[config.mk]
export PLATFORM = sky130hd
export DESIGN_NAME = sar_seq_top
export DESIGN_NICKNAME = d
export VERILOG_FILES = /design/src/rtl/sar_seq_pkg.sv /design/src/rtl/sar_phase_gen.sv /design/src/rtl/sar_start_latch.sv /design/src/rtl/sar_trial_core.sv /design/src/rtl/sar_seq_top.sv
export SDC_FILE = /design/constraint.sdc
export NUM_CORES = 1
export LEC_CHECK = 0
export ABC_AREA = 1
export BUFFER_PORTS_ARGS = -buffer_cell sky130_fd_sc_hd__buf_2
export CAP_MARGIN = 20
export CORE_UTILIZATION = 55
export DETAILED_ROUTE_END_ITERATION = 7
export PLACE_DENSITY_LB_ADDON = 0.3
export SLEW_MARGIN = 20
export SYNTH_ARGS = -nofsm -noshare
export SYNTH_HDL_FRONTEND = slang
export SYNTH_HIERARCHICAL = 1
export SYNTH_SLANG_ARGS = --single-unit
[constraint.sdc]
create_clock -name clk -period 2.1 [get_ports clk]
set_input_delay 0.315 -clock clk [delete_from_list [all_inputs] [get_ports clk]]
set_output_delay 0.315 -clock clk [all_outputs]
set_load 0.01 [all_outputs]
[src/rtl/sar_seq_pkg.sv]
package sar_seq_pkg;
  localparam int unsigned CODE_W_DEF = 10;
  localparam int unsigned PH_W_DEF   = 3;

  typedef enum logic [1:0] {
    SQ_IDLE  = 2'd0,
    SQ_HELD  = 2'd1,
    SQ_TRIAL = 2'd2
  } sq_mode_e;
endpackage

[src/rtl/sar_phase_gen.sv]
module sar_phase_gen #(
  parameter int unsigned PH_W = 3
) (
  input  logic clk,
  input  logic rst,
  output logic slot_end
);
  localparam logic [PH_W-1:0] PH_LAST = '1;

  logic [PH_W-1:0] phase_q;

  always_ff @(posedge clk) begin
    if (rst) phase_q <= '0;
    else     phase_q <= phase_q + 1'b1;
  end

  assign slot_end = (phase_q == PH_LAST);
endmodule

[src/rtl/sar_start_latch.sv]
module sar_start_latch (
  input  logic clk,
  input  logic rst,
  input  logic set_req,
  input  logic slot_end,
  output logic req_q,
  output logic release_p
);
  // the slot-end pulse only clears the latch once the set condition is gone
  assign release_p = req_q && slot_end && !set_req;

  always_ff @(posedge clk) begin
    if (rst)            req_q <= 1'b0;
    else if (set_req)   req_q <= 1'b1;
    else if (release_p) req_q <= 1'b0;
  end
endmodule

[src/rtl/sar_trial_core.sv]
module sar_trial_core #(
  parameter int unsigned N = 10
) (
  input  logic         clk,
  input  logic         rst,
  input  logic         hold,
  input  logic         load,
  input  logic         slot_end,
  input  logic         ge,
  output logic [N-1:0] tok,
  output logic [N-1:0] code,
  output logic [N-1:0] code_next,
  output logic         done
);
  localparam logic [N-1:0] MSB_ONE = {1'b1, {(N-1){1'b0}}};

  function automatic logic [N-1:0] decide(input logic [N-1:0] c,
                                          input logic [N-1:0] t,
                                          input logic         g);
    return (c & ~t) | (g ? t : '0);
  endfunction

  logic [N-1:0] tok_shift;
  logic         step;

  // token moves one stage toward the LSB per slot
  genvar gi;
  generate
    for (gi = 0; gi < N; gi++) begin : g_stage
      if (gi == N-1) begin : g_top
        assign tok_shift[gi] = 1'b0;
      end else begin : g_mid
        assign tok_shift[gi] = tok[gi+1];
      end
    end
  endgenerate

  assign step      = slot_end && (|tok) && !hold;
  assign code_next = decide(code, tok, ge);
  assign done      = step && tok[0];

  always_ff @(posedge clk) begin
    if (rst) begin
      tok  <= '0;
      code <= '0;
    end else if (load) begin
      tok  <= MSB_ONE;
      code <= '0;
    end else if (hold) begin
      tok  <= '0;
      code <= '0;
    end else if (step) begin
      tok  <= tok_shift;
      code <= code_next;
    end
  end
endmodule

[src/rtl/sar_seq_top.sv]
module sar_seq_top #(
  parameter int unsigned CODE_W = sar_seq_pkg::CODE_W_DEF,
  parameter int unsigned PH_W   = sar_seq_pkg::PH_W_DEF
) (
  input  logic              clk,
  input  logic              rst,
  input  logic              cs_n,
  input  logic              wr_n,
  input  logic              cmp_ge,
  output logic [CODE_W-1:0] trial_code,
  output logic [CODE_W-1:0] result,
  output logic              xfer,
  output logic              busy,
  output logic              start_pend
);
  import sar_seq_pkg::*;

  function automatic logic [CODE_W-1:0] trial_of(input logic [CODE_W-1:0] c,
                                                 input logic [CODE_W-1:0] t);
    return c | t;
  endfunction

  logic              set_req;
  logic              hold;
  logic              slot_end;
  logic              req_q;
  logic              release_p;
  logic              done_w;
  logic [CODE_W-1:0] tok_w;
  logic [CODE_W-1:0] code_w;
  logic [CODE_W-1:0] code_next_w;
  sq_mode_e          mode_w;

  assign set_req = !cs_n && !wr_n;
  assign hold    = req_q || set_req;

  sar_phase_gen #(.PH_W(PH_W)) u_phase (
    .clk      (clk),
    .rst      (rst),
    .slot_end (slot_end)
  );

  sar_start_latch u_start (
    .clk       (clk),
    .rst       (rst),
    .set_req   (set_req),
    .slot_end  (slot_end),
    .req_q     (req_q),
    .release_p (release_p)
  );

  sar_trial_core #(.N(CODE_W)) u_core (
    .clk       (clk),
    .rst       (rst),
    .hold      (hold),
    .load      (release_p),
    .slot_end  (slot_end),
    .ge        (cmp_ge),
    .tok       (tok_w),
    .code      (code_w),
    .code_next (code_next_w),
    .done      (done_w)
  );

  always_ff @(posedge clk) begin
    if (rst) begin
      result <= '0;
      xfer   <= 1'b0;
    end else begin
      xfer <= done_w;
      if (done_w) result <= code_next_w;
    end
  end

  assign mode_w     = req_q ? SQ_HELD : ((|tok_w) ? SQ_TRIAL : SQ_IDLE);
  assign trial_code = trial_of(code_w, tok_w);
  assign busy       = req_q || (|tok_w);
  assign start_pend = req_q;
endmodule

==> summary.md <==
| Metric | Value |
|---|---|
| Num Clock Sinks | `35` |
| Area of the multi-input gates | `~900 um^2` |
| Final Critical Period | `1690 ps` |
| Maximum clock path buffer count | `2` |
| Commonest non-fill, non-tap cell in the layout | `nand2_1` |
| Yosys top cell by area | `dfxtp_1` |
| XOR/XNOR share of the synthesized area | `0` |
| Yosys Warn Count | `6` |
| Initial DRC Count | `a little over 70` |
| Pwr dens | `578 nW/um^2` |
| Die ar. | `roughly 3500 um^2` |
| Routed wire length | `3420 um` |
| Clock Latency Late Sink | `340 ps` |
| Mapped Cells | `about 240` |
| Drt pass-1 iters | `4` |
| Adder and majority cell fraction of the synthesized area | `0.0141` |
| Worst EP arrival | `roughly 1900 ps` |
| Clk_skew | `8.90 ps` |
| CP Capture Type | `register` |
| Largest family of logic cells by synthesized area | `simple AND/OR/NAND/NOR gates` |
| Final ANT Viol Nets | `0` |
| CP Launch Type | `register` |
| Max-cap violations | `0` |
| Buffers on Ports | `27` |
| Vias | `1546` |
| WHS Path Cells | `4` |
| Routed len/inst | `about 11 um` |
| Synthesized net count | `between 200 and 300` |
| Pleak | `0.915 nW` |
| Fin nets | `~280` |
| Setup slack after placement | `~410 ps` |
| Grt total ovfl | `0` |
| Ranking of synthesized cells by area | `dfxtp_1 39%, nand2_1 12%, nor2_1 12%` |
| FILL cells | `roughly 280` |
| Compound-Gate Fraction of Synth Area | `0.0985` |
| Sum Neg Setup Slack | `0 ps` |
| Worst Hold Class | `in -> reg` |
| Initial antenna violation count | `0` |
| Clock buffer count from CTS | `5` |
| RSZ-0062 raised after global routing | `no` |
| Fin worst setup slack | `407 ps` |
| DIE HEIGHT | `58.9 um` |
| Share of layout cells above drive strength 1 | `0.280` |
| Vias in the first global route | `1287` |
| Primary FF master, synth | `dfxtp_1` |
| Worst-margin pin slew | `around 420 ps` |
| Seq. cell area | `between 700 and 800 um^2` |
| Worst slew margin | `0.714` |
| CP Class | `reg -> reg` |
| CTS Hold Bufs | `0` |
| Clock transition at path regs | `between 100 and 150 ps` |
| Yosys cell types | `25` |
| Setup Buffers After CTS | `0` |
| Initial Util | `0.583` |
| Core area | `3050 um^2` |
| Die W | `around 60 um` |
| Commonest non-fill, non-tap cells in the layout | `56 x nand2_1, 55 x nor2_1, 35 x dfxtp_1` |
| Multiplexer share of the synthesized area | `0` |
| R2R Setup Slk | `between 400 and 500 ps` |
| Vias per cell | `4.85` |
| Boundary Pins | `28` |
| Maximum VDD drop | `roughly 350 uV` |
| Synthesized area | `1780 um^2` |
| Area share of the largest cell type after synthesis | `0.394` |
| First-pass GRT wire length | `between 5000 and 6000 um` |
| GRT Util Overall | `0.219` |
| FF+latch count, synth | `35` |
| Syn Area/Cell | `about 7.3 um^2` |
| WP data required | `about 2300 ps` |
| Simple-Gate Fraction of Synth Area | `0.395` |
| FP Rows | `20` |
| Pin count of the biggest net entering global routing | `20` |
| Crit Path Max Fanout | `11` |
| Area growth syn-to-layout | `12.0%` |
| Fmax | `0.591 GHz` |
| CTS tree | `built` |
| Routability cong. | `a little under 0.8` |
| Hold Violations, Final | `0` |
| # DRC | `0` |
| Total power draw | `1.15 mW` |
| Register area share after synthesis | `0.394` |
| CTS root buf | `clkbuf_4` |
| H-tree depth | `2` |
| EDFF count, synth | `0` |
| Ys async rst share | `0` |
| R2R depth | `11` |
| Status | `complete, no violations` |
| Post-CTS Resized | `0` |
| Diode count | `0` |
| Final setup viols | `0` |
| Final Max Slew Viols | `0` |
| Tcrit/Tclk final | `0.806` |
| Post-DP HPWL | `approximately 2400 um` |
[sequential cells by signal (all words and copies together) (netlist names)]
name / flops
result: 10
u_core/code: 10
u_core/tok: 10
u_phase/phase_q: 3
u_start/req_q: 1
xfer: 1
[kinds of logic after synthesis]
| kind of cell | after synthesis |
|---|---|
| simple gates | 149 |
| flops | 35 |
| buf+inv | 34 |
| compound gates | 24 |
| fa+ha+maj | 2 |
[worst paths after layout]
check	from	endpoint
max reg2reg	u_phase/phase_q[0]	result[3]
min reg2reg	u_phase/phase_q[0]	u_phase/phase_q[0]
max	u_phase/phase_q[0]	result[3]
min	cs_n	u_start/req_q
[final cells by class]
class                           count  area share
Sequential cell                    35       0.352
Inverter                           26      0.0503
Multi-Input combinational cell    175       0.453
Timing Repair Buffer               31      0.0829
Clock buffer                        8      0.0345
Tap cell                           44      0.0276
[Yosys cell counts (2+ instances only)]
cell      instances
nor2_1           55
buf_4             2
nand3_1           6
dfxtp_1          35
nor2_2            3
nand2_1          56
ha_1              2
a21oi_2          11
inv_2             2
buf_6             5
o21ai_0          11
nand3b_1          7
or2_2            10
nand3_2           7
inv_1            22
[per-stage QoR]
stage / instances / utilization / hold WS, ps / cell area [um^2]
floorplan: 244 / - / 377 / 1780
global placement: 311 / 0.630 / 400 / 1920
detailed placement: 311 / 0.630 / 407 / 1920
CTS: 319 / 0.652 / 249 / 1990
global route: 319 / 0.652 / 273 / 1990
finish: 319 / 0.652 / 258 / 1990
[layer usage]
metal  track usage  vias to the layer above  routed length [um]
met2         0.328                       31                1510
met1         0.291                      693                1710
li1              -                      815                   -
met5             0                        -                   0
met4        0.0782                        0                  58
met3        0.0791                        7                 130
[worst max-delay path, cell delays in order, from the launching register on]
cell	delay (ps)
dfxtp_1	350
ha_1	150
ha_1	170
inv_1	60
nor2_2	110
inv_2	40
o21bai_4	180
nor2_1	90
buf_4	170
inv_2	110
nand2_1	100
a21oi_2	50
[power by group]
| part | switching, mW | internal, mW | total (mW) |
|---|---|---|---|
| registers | 0.00294 | 0.669 | 0.672 |
| logic | 0.0411 | 0.0228 | 0.0639 |
| clock network | 0.219 | 0.197 | 0.416 |
Power figures use the tool's default switching activity.
